## config.mk

```make
export PLATFORM = sky130hd
export DESIGN_NAME = xbus_beat_seq
export DESIGN_NICKNAME = d
export VERILOG_FILES = /design/src/rtl/xbs_pkg.sv /design/src/rtl/xbs_ctrl.sv /design/src/rtl/xbs_addr_gen.sv /design/src/rtl/xbs_data_path.sv /design/src/rtl/xbus_beat_seq.sv
export SDC_FILE = /design/constraint.sdc
export NUM_CORES = 1
export LEC_CHECK = 0
export ABC_AREA = 1
export ABC_CLOCK_PERIOD_IN_PS = 12350
export BUFFER_PORTS_ARGS = -buffer_cell sky130_fd_sc_hd__clkbuf_2
export CORE_ASPECT_RATIO = 1.25
export CORE_UTILIZATION = 60
export DETAILED_ROUTE_END_ITERATION = 16
export PLACE_DENSITY_LB_ADDON = 0.1
export SETUP_SLACK_MARGIN = 0.5
export SYNTH_ARGS = -nofsm -noshare
export SYNTH_HDL_FRONTEND = slang
export SYNTH_SLANG_ARGS = --single-unit
export TNS_END_PERCENT = 10
```

## constraint.sdc

```tcl
create_clock -name clk -period 12.35 [get_ports clk]
set_clock_uncertainty 0.2 [all_clocks]
set_input_delay 3.705 -clock clk [delete_from_list [all_inputs] [get_ports clk]]
set_output_delay 3.705 -clock clk [all_outputs]
set_load 0.01 [all_outputs]
```

## src/rtl/xbs_pkg.sv

```systemverilog
package xbs_pkg;

   typedef enum logic [1:0] {
      SZ_WORD = 2'b00,
      SZ_BYTE = 2'b01,
      SZ_HALF = 2'b10,
      SZ_LINE = 2'b11
   } xbs_size_e;

   typedef enum logic [1:0] {
      PW_8    = 2'd0,
      PW_16   = 2'd1,
      PW_32   = 2'd2,
      PW_RSVD = 2'd3
   } xbs_port_e;

   // bytes moved by a whole transfer
   function automatic logic [4:0] size_bytes(input logic [1:0] s);
      case (s)
         SZ_BYTE: return 5'd1;
         SZ_HALF: return 5'd2;
         SZ_WORD: return 5'd4;
         default: return 5'd16;
      endcase
   endfunction

   // bytes carried by the port; reserved encoding behaves as 32-bit
   function automatic logic [2:0] port_bytes(input logic [1:0] p);
      case (p)
         PW_8:    return 3'd1;
         PW_16:   return 3'd2;
         default: return 3'd4;
      endcase
   endfunction

   // size code that names the port width on later non-burst beats
   function automatic logic [1:0] port_code(input logic [1:0] p);
      case (p)
         PW_8:    return SZ_BYTE;
         PW_16:   return SZ_HALF;
         default: return SZ_WORD;
      endcase
   endfunction

   // bytes moved per beat: the smaller of transfer and port
   function automatic logic [2:0] beat_bytes(input logic [1:0] s, input logic [1:0] p);
      logic [4:0] sb;
      logic [4:0] pb;
      sb = size_bytes(s);
      pb = {2'b00, port_bytes(p)};
      return (sb < pb) ? sb[2:0] : pb[2:0];
   endfunction

   // number of beats minus one
   function automatic logic [3:0] beats_m1(input logic [1:0] s, input logic [1:0] p);
      logic [4:0] n;
      case (p)
         PW_8:    n = size_bytes(s);
         PW_16:   n = size_bytes(s) >> 1;
         default: n = size_bytes(s) >> 2;
      endcase
      if (n <= 5'd1) return 4'd0;
      return 4'(n - 5'd1);
   endfunction

endpackage

```

## src/rtl/xbs_ctrl.sv

```systemverilog
module xbs_ctrl #(
   parameter int IDX_W = 4
) (
   input  logic             clk,
   input  logic             rst_n,
   input  logic             req_valid,
   input  logic [IDX_W-1:0] beats_m1,
   input  logic             burst_req,
   input  logic             beat_ack,
   output logic             req_ready,
   output logic             accept,
   output logic             active,
   output logic             burst_on,
   output logic             start,
   output logic             done,
   output logic             capture,
   output logic [IDX_W-1:0] beat_idx
);

   logic [IDX_W-1:0] last_q;

   assign req_ready = !active;
   assign accept    = req_valid && !active;
   assign capture   = active && beat_ack;

   always_ff @(posedge clk or negedge rst_n) begin
      if (!rst_n) begin
         active   <= 1'b0;
         burst_on <= 1'b0;
         start    <= 1'b0;
         done     <= 1'b0;
         beat_idx <= '0;
         last_q   <= '0;
      end else begin
         start <= 1'b0;
         done  <= 1'b0;
         if (accept) begin
            active   <= 1'b1;
            beat_idx <= '0;
            last_q   <= beats_m1;
            burst_on <= burst_req && (beats_m1 != '0);
            start    <= 1'b1;
         end else if (capture) begin
            if (beat_idx == last_q) begin
               active   <= 1'b0;
               burst_on <= 1'b0;
               done     <= 1'b1;
            end else begin
               beat_idx <= beat_idx + 1'b1;
               start    <= !burst_on;
            end
         end
      end
   end

endmodule

```

## src/rtl/xbs_addr_gen.sv

```systemverilog
module xbs_addr_gen #(
   parameter int ADDR_W    = 32,
   parameter int LINE_B    = 16,
   parameter bit LINE_WRAP = 1'b1,
   localparam int OFF_W    = $clog2(LINE_B),
   localparam int IDX_W    = $clog2(LINE_B)
) (
   input  logic [ADDR_W-1:0] base,
   input  logic [1:0]        size,
   input  logic [2:0]        bbytes,
   input  logic [IDX_W-1:0]  beat_idx,
   output logic [ADDR_W-1:0] addr,
   output logic [OFF_W-1:0]  byte_off
);

   logic [6:0]        off_full;
   logic [ADDR_W-1:0] lin_addr;
   logic [ADDR_W-1:0] line_addr;

   assign off_full = 7'(beat_idx) * 7'(bbytes);
   assign byte_off = off_full[OFF_W-1:0];
   assign lin_addr = base + ADDR_W'(off_full);

   generate
      if (LINE_WRAP) begin : g_wrap
         assign line_addr = {base[ADDR_W-1:OFF_W], base[OFF_W-1:0] + byte_off};
      end else begin : g_linear
         assign line_addr = lin_addr;
      end
   endgenerate

   assign addr = (size == xbs_pkg::SZ_LINE) ? line_addr : lin_addr;

endmodule

```

## src/rtl/xbs_data_path.sv

```systemverilog
module xbs_data_path #(
   parameter int BUS_W  = 32,
   parameter int LINE_B = 16,
   localparam int BUS_B  = BUS_W / 8,
   localparam int LINE_W = LINE_B * 8,
   localparam int OFF_W  = $clog2(LINE_B)
) (
   input  logic              clk,
   input  logic              rst_n,
   input  logic              clear,
   input  logic              capture,
   input  logic [OFF_W-1:0]  byte_off,
   input  logic [2:0]        bbytes,
   input  logic [LINE_W-1:0] wdata_line,
   input  logic [BUS_W-1:0]  ext_rdata,
   output logic [BUS_W-1:0]  ext_wdata,
   output logic [LINE_W-1:0] rdata_line
);

   logic [BUS_W-1:0]   lane_mask;
   logic [OFF_W+2:0]   bit_sh;

   generate
      for (genvar g = 0; g < BUS_B; g++) begin : g_lane
         assign lane_mask[g*8 +: 8] = {8{(4'(g) < {1'b0, bbytes})}};
      end
   endgenerate

   assign bit_sh    = {byte_off, 3'b000};
   assign ext_wdata = BUS_W'(wdata_line >> bit_sh) & lane_mask;

   always_ff @(posedge clk or negedge rst_n) begin
      if (!rst_n) begin
         rdata_line <= '0;
      end else if (clear) begin
         rdata_line <= '0;
      end else if (capture) begin
         rdata_line <= rdata_line | (LINE_W'(ext_rdata & lane_mask) << bit_sh);
      end
   end

endmodule

```

## src/rtl/xbus_beat_seq.sv

```systemverilog
module xbus_beat_seq #(
   parameter int ADDR_W    = 32,
   parameter int BUS_W     = 32,
   parameter int LINE_B    = 16,
   parameter bit LINE_WRAP = 1'b1,
   localparam int LINE_W   = LINE_B * 8,
   localparam int IDX_W    = $clog2(LINE_B),
   localparam int OFF_W    = $clog2(LINE_B)
) (
   input  logic              clk,
   input  logic              rst_n,
   input  logic              req_valid,
   output logic              req_ready,
   input  logic [ADDR_W-1:0] req_addr,
   input  logic [1:0]        req_size,
   input  logic [1:0]        req_port,
   input  logic              req_write,
   input  logic              req_burst,
   input  logic [LINE_W-1:0] req_wdata,
   output logic              rsp_done,
   output logic [LINE_W-1:0] rsp_rdata,
   output logic [ADDR_W-1:0] ext_addr,
   output logic [1:0]        ext_size,
   output logic              ext_burst_n,
   output logic              ext_start,
   output logic              ext_write,
   output logic [BUS_W-1:0]  ext_wdata,
   input  logic [BUS_W-1:0]  ext_rdata,
   input  logic              ext_ack
);
   import xbs_pkg::*;

   generate
      if (BUS_W != 32) begin : g_bad_bus
         $error("xbus_beat_seq: BUS_W must be 32");
      end
      if (LINE_B != 16) begin : g_bad_line
         $error("xbus_beat_seq: LINE_B must be 16");
      end
      if (ADDR_W <= OFF_W) begin : g_bad_addr
         $error("xbus_beat_seq: ADDR_W too small");
      end
   endgenerate

   logic              accept;
   logic              active;
   logic              burst_on;
   logic              capture;
   logic [IDX_W-1:0]  beat_idx;
   logic [ADDR_W-1:0] base_q;
   logic [1:0]        size_q;
   logic [1:0]        port_q;
   logic              write_q;
   logic [LINE_W-1:0] wdata_q;
   logic [2:0]        bbytes;
   logic [OFF_W-1:0]  byte_off;

   always_ff @(posedge clk or negedge rst_n) begin
      if (!rst_n) begin
         base_q  <= '0;
         size_q  <= SZ_WORD;
         port_q  <= PW_32;
         write_q <= 1'b0;
         wdata_q <= '0;
      end else if (accept) begin
         base_q  <= req_addr;
         size_q  <= req_size;
         port_q  <= req_port;
         write_q <= req_write;
         wdata_q <= req_wdata;
      end
   end

   assign bbytes = beat_bytes(size_q, port_q);

   xbs_ctrl #(.IDX_W(IDX_W)) u_ctrl (
      .clk       (clk),
      .rst_n     (rst_n),
      .req_valid (req_valid),
      .beats_m1  (IDX_W'(beats_m1(req_size, req_port))),
      .burst_req (req_burst),
      .beat_ack  (ext_ack),
      .req_ready (req_ready),
      .accept    (accept),
      .active    (active),
      .burst_on  (burst_on),
      .start     (ext_start),
      .done      (rsp_done),
      .capture   (capture),
      .beat_idx  (beat_idx)
   );

   xbs_addr_gen #(
      .ADDR_W    (ADDR_W),
      .LINE_B    (LINE_B),
      .LINE_WRAP (LINE_WRAP)
   ) u_addr (
      .base     (base_q),
      .size     (size_q),
      .bbytes   (bbytes),
      .beat_idx (beat_idx),
      .addr     (ext_addr),
      .byte_off (byte_off)
   );

   xbs_data_path #(
      .BUS_W  (BUS_W),
      .LINE_B (LINE_B)
   ) u_data (
      .clk        (clk),
      .rst_n      (rst_n),
      .clear      (accept),
      .capture    (capture),
      .byte_off   (byte_off),
      .bbytes     (bbytes),
      .wdata_line (wdata_q),
      .ext_rdata  (ext_rdata),
      .ext_wdata  (ext_wdata),
      .rdata_line (rsp_rdata)
   );

   assign ext_write   = active && write_q;
   assign ext_burst_n = !(active && burst_on);
   assign ext_size    = !active                        ? SZ_WORD :
                        (burst_on || beat_idx == '0)   ? size_q  :
                                                         port_code(port_q);

endmodule

```

# Word level (Yosys, flattened, before mapping)
# Cells that the tools add are included.
# op_classes
add_sub_neg	4
multipliers	1
magnitude_cmp	6
n_eq_ne	9
n_shift	2
muxes	27
bitwise	3
n_reduce_logical	19
# ops
cell	count
two-way mux 128 bit	2
bitwise OR 128 bit	1
left shift 128 x 7 -> 128 bit	1
right shift 128 x 7 -> 32 bit	1
bitwise AND 32 bit	2
adder 32 x 7 -> 32 bit	1
two-way mux 32 bit	1
case mux 5 bit (3 select lines)	2
two-way mux 4 bit	5
two-way mux 1 bit	11
case mux 5 bit (2 select lines)	1
== test 2 x 1 -> 1 bit, second input constant	4
logical NOT 2 bit	4
multiplier 4 x 3 -> 7 bit	1
== test 2 bit, second input constant	3
< comparator 1 x 3 -> 1 bit, first input constant	2
< comparator 2 x 3 -> 1 bit, first input constant	2
case mux 3 bit (2 select lines)	1
<= comparator 5 x 1 -> 1 bit, second input constant	1
logical AND 1 bit	5
< comparator 5 x 3 -> 1 bit	1
adder 4 x 1 -> 4 bit, second input constant	1
adder 4 bit	1
== test 4 bit	1
other kinds (11)	16
# totals
regBits	305
out_inout_bits	199
word_cells	83

# Depth between registers and ports, before layout
# logic_depth
depth_word	10
depth_mapped	30

# Hierarchy
# From an unflattened synthesis, not the netlist that was laid out.
# unflattened
hier_cells	2370
hier_area_um2	18828.1
# by_module_without_submodules
module	instances	cells_per_inst	area_each_um2	seq_area_each_um2
xbs_data_path	1	1522	9624.2	3203.1
xbus_beat_seq	1	428	6876.6	4130.2
xbs_addr_gen	1	338	1704.1	0.0
xbs_ctrl	1	82	623.1	300.3

# Least setup slack after synthesis
# OpenSTA, ideal clock, no wires.
# synth_path
path_type	reg-to-output
from	register port_q[1]
to	output ext_addr[31]
arrival_time_ns	4.680
setup_slack_ns	3.765
stages_incl_launch_ff	28
n_path_buf	2
cell_sequence	dfstp_2 > inv_1 > ha_1 > nand2_1 > nand2_1 > nor2_4 > nand2_4 > nand2_4 > buf_4 > nand2_2 > buf_1 > inv_1 > nand2_1 > fa_1 > inv_1 > ha_1 > fa_1 > xor2_1 > ha_1 > inv_1 > nor3_1 > nand2_1 > nand3_1 > nand2_1 > nor2_1 > nand3_1 > nor2_1 > xor2_1
# synth_between
elab_chain_cells	7
# synth_lines
element	line_no	source
from (decl)	xbus_beat_seq.sv:52	logic [1:0] port_q;
from (signal assigned)	xbus_beat_seq.sv:68	port_q <= req_port;
== test 2 x 1 -> 1 bit or logical NOT 2 bit (tied branches)	xbs_pkg.sv:29	case (p)
case mux 3 bit (2 select lines) (*)	xbs_pkg.sv:29	
< comparator 5 x 3 -> 1 bit	xbs_pkg.sv:51	return (sb < pb) ? sb[2:0] : pb[2:0];
two-way mux 3 bit (*)	xbs_pkg.sv:51	
multiplier 4 x 3 -> 7 bit (*)	xbs_addr_gen.sv:20	assign off_full = 7'(beat_idx) * 7'(bbytes);
adder 32 x 7 -> 32 bit (*)	xbs_addr_gen.sv:22	assign lin_addr = base + ADDR_W'(off_full);
two-way mux 32 bit (*)	xbs_addr_gen.sv:32	assign addr = (size == xbs_pkg::SZ_LINE) ? line_addr : lin_addr;
to (decl)	xbus_beat_seq.sv:22	output logic [ADDR_W-1:0] ext_addr,
# Every way passes the cells marked *; elsewhere a longest branch is shown, timed or not.

# Worst setup path after layout
# layout_path
from	register port_q[1]
to	output ext_wdata[21]
# layout_between
elab_chain_cells	7
# layout_lines
element	line_no	source
== test 2 x 1 -> 1 bit or logical NOT 2 bit (tied branches)	xbs_pkg.sv:29	
case mux 3 bit (2 select lines) (*)	xbs_pkg.sv:29	
< comparator 5 x 3 -> 1 bit	xbs_pkg.sv:51	
two-way mux 3 bit (*)	xbs_pkg.sv:51	
multiplier 4 x 3 -> 7 bit	xbs_addr_gen.sv:20	
right shift 128 x 7 -> 32 bit	xbs_data_path.sv:30	assign ext_wdata = BUS_W'(wdata_line >> bit_sh) & lane_mask;
bitwise AND 32 bit (*)	xbs_data_path.sv:30	
to (decl)	xbus_beat_seq.sv:27	output logic [BUS_W-1:0] ext_wdata,
# Marks and branches as above.

==> impl_metrics.json <==
{
  "insertedDiodeCount": 0,
  "overflow": 0,
  "root_buffer": "clkbuf_16",
  "detailed_place_hpwl_um": 44900,
  "synth.most_common_cell": "nand2_1",
  "synth_compound_area_share_pct": 8.85,
  "gp_congestion": 0.985,
  "die-height_um": 197,
  "syn-cell-area_um2": 18200,
  "grt_pass1_wl_um": 98400,
  "die_area_um2": 31100,
  "r2r_cells": 19,
  "hold_buffers": 0,
  "netlist_top_cells_area": "dfrtp_1, nand2_1, nand3_1, inv_1, nand4_1",
  "synth-main-ff-cell": "dfrtp_1",
  "drive_above_1_share_pct": 16.9,
  "io-pin-count": 401,
  "cp_data_required_time_ns": 8.44,
  "syn_nets": 2876,
  "rows": 70,
  "syn_inst": 2651,
  "drc": 0,
  "drt-wirelength-per-cell_um": 19.3,
  "hold_depth": 2,
  "synth_top_family_by_area": "simple AND/OR/NAND/NOR gates",
  "startpoint_type": "register",
  "rsz0062_at_grt": "false",
  "finalSetupViolations": 0,
  "muxShareOfSynthArea_pct": 0,
  "fp.coreArea_um2": 29500,
  "syn_area_per_cell_um2": 6.87,
  "worstSetupPathType": "reg2out",
  "drt-initial-drc-count": 2441,
  "post_synth_fa_ha_maj_area_fraction_pct": 1.74,
  "drv_slew": 0,
  "yosys_warnings": 0,
  "syn_to_final_growth_pct": 16.7,
  "grt_pass1_vias": 18800,
  "vias": 20000,
  "grt_max_degree": 120,
  "numPortBuffers": 400,
  "end_kind": "primary output",
  "synth_edf_count": 0,
  "grt_usage_pct": 41.2,
  "synth_common_cells": "nand2_1, dfrtp_1, nand3_1",
  "worstPathMaxFanout": 93,
  "synth_top_area_share_pct": 41.8,
  "yosysSeqAreaShare_pct": 41.9,
  "synthXorXnorAreaFrac_pct": 1.68,
  "finalHoldViolCount": 0,
  "yosys.cell_types.count": 42,
  "nNetsFinal": 3156,
  "slew_headroom_pct": 17.6,
  "fin_crit_ns": 11.03,
  "die_w_um": 158,
  "cts_tree": "done",
  "outcome": "finished, final reports clean",
  "worst_slew_pin_slew_ns": 1.23,
  "arrival_ns": 7.13,
  "cts_buffers": 30,
  "post_cts_buffers": 0,
  "cts_htree_levels": 1,
  "hp-class": "reg2reg",
  "clk_path_buf_depth": 3,
  "antenna_found_initial": 0,
  "dr.pass1.iters": 9,
  "worst_slack_ns": 1.32,
  "yosys.area.top_type": "dfrtp_1",
  "initial_core_util_pct": 61.7,
  "vias_per_cell": 5.97,
  "pre_cts_slack_ns": 2.23,
  "maxCapViolCount": 0,
  "numClockSinks": 305,
  "routed_wl_um": 64800,
  "async_flop_share_pct": 100,
  "clkSlewWorstSetupHoldPaths_ns": 0.07,
  "final.period_utilization_pct": 89.3,
  "ys_ff_latch": 305,
  "fin_setup_tns_ns": 0,
  "post_synth_and_or_nand_nor_area_fraction_pct": 36.5,
  "drt.antenna.violating_nets": 0,
  "fmax_mhz": 90.6,
  "clock_latency_ns": 0.59,
  "ctsResizeCount": 0
}
[state kept, by name (all words and copies together) (netlist names)]
register and cells:
base_q 32, port_q 2, size_q 2, u_ctrl.active 1, u_ctrl.beat_idx 4, u_ctrl.burst_on 1, u_ctrl.done 1, u_ctrl.last_q 4
u_ctrl.start 1, u_data.rdata_line 128, wdata_q 128, write_q 1
[layout by cell type, fill, tap and decap left out, types with 2 or more instances in the layout]
cell type / instances
inv_2: 7
o22ai_1: 4
buf_4: 17
ha_1: 18
xor2_1: 26
nand3b_1: 3
nor2_1: 124
clkbuf_2: 399
nand3_4: 2
o311ai_0: 4
nand4_1: 141
dfrtp_1: 303
inv_4: 2
o21ai_1: 41
o21ai_0: 99
a31oi_1: 3
clkbuf_8: 7
nand3_1: 265
a21oi_1: 138
nand2_2: 2
clkinv_2: 3
bufinv_16: 6
nor4_1: 2
nor3_1: 17
nor2_4: 6
xnor2_1: 9
fa_1: 3
clkbuf_16: 30
o21ai_2: 4
clkbuf_1: 4
o211ai_1: 6
a32oi_1: 3
inv_1: 241
clkinvlp_4: 3
nand2_4: 2
nand2_1: 996
[logic make-up after synthesis]
group                      after synthesis
and+or+nand+nor                       1563
adders and majority gates               23
DFF                                    305
AOI/OAI and AO/OA                      306
xor gates and xnor gates                35
buffers and inverters                  419
[path summary, 6_finish.rpt]
kind                                       start                            endpoint  slack, ns
min in group asynchronous                  rst_n   u_data.rdata_line[51]$_DFFE_PN0P_       2.95
max                        port_q[1]$_DFFE_PN1P_                       ext_wdata[21]       1.32
min reg2reg                  write_q$_DFFE_PN0P_                 write_q$_DFFE_PN0P_       0.28
min                          write_q$_DFFE_PN0P_                 write_q$_DFFE_PN0P_       0.28
max in group asynchronous                  rst_n   u_data.rdata_line[48]$_DFFE_PN0P_       7.35
max reg2reg                port_q[1]$_DFFE_PN1P_  u_data.rdata_line[119]$_DFFE_PN0P_       4.87
[worst max-delay path, stage by stage (launching register included)]
cell and delay [ns]:
dfstp_2 0.54, inv_1 0.07, ha_1 0.32, nand2_1 0.09, nand2_1 0.09, nor2_4 0.15, nand2_4 0.09, nand2_4 0.72
nand2_2 0.57, inv_1 0.24, nand2_1 0.10, fa_1 0.54, inv_1 0.04, ha_1 0.29, inv_2 0.03, buf_4 0.33
nor2_4 0.82, buf_4 0.56, nand2_1 0.10, nand4_1 0.08, nand2_1 0.07, nor2_1 0.40, clkbuf_2 0.22
[stage by stage]
step           hold slack, ns  cell area (µm²)  instances  util [%]
3_5_place_dp            0.268            20100       3295      68.2
6_report                0.276            21200       3350      72.0
2_1_floorplan           0.242            18200       2651         -
5_1_grt                 0.306            21200       3350      72.0
3_3_place_gp            0.255            20100       3295      68.2
4_1_cts                 0.284            21200       3350      72.0
[per-layer routing]
layer  share of wire [%]  track usage (%)  vias to the layer above
li1                    -                -                     9110
met1                  36             49.3                     9214
met2                  46             65.1                     1333
met3                  10             7.28                      326
met4                 8.6             32.7                        0
met5                   0                0                        -
[final cells by class]
class	count	area, µm²
clock buffers	41	862
clock inverters	14	243
fillers	2470	8270
inverters	250	943
multi-input cells	1927	8930
flip-flops and latches	305	7630
well taps	396	495
repair buffers	417	2140
Power is not shown: default switching activity piles up to over one toggle a cycle in this logic, so the estimate is an artifact.
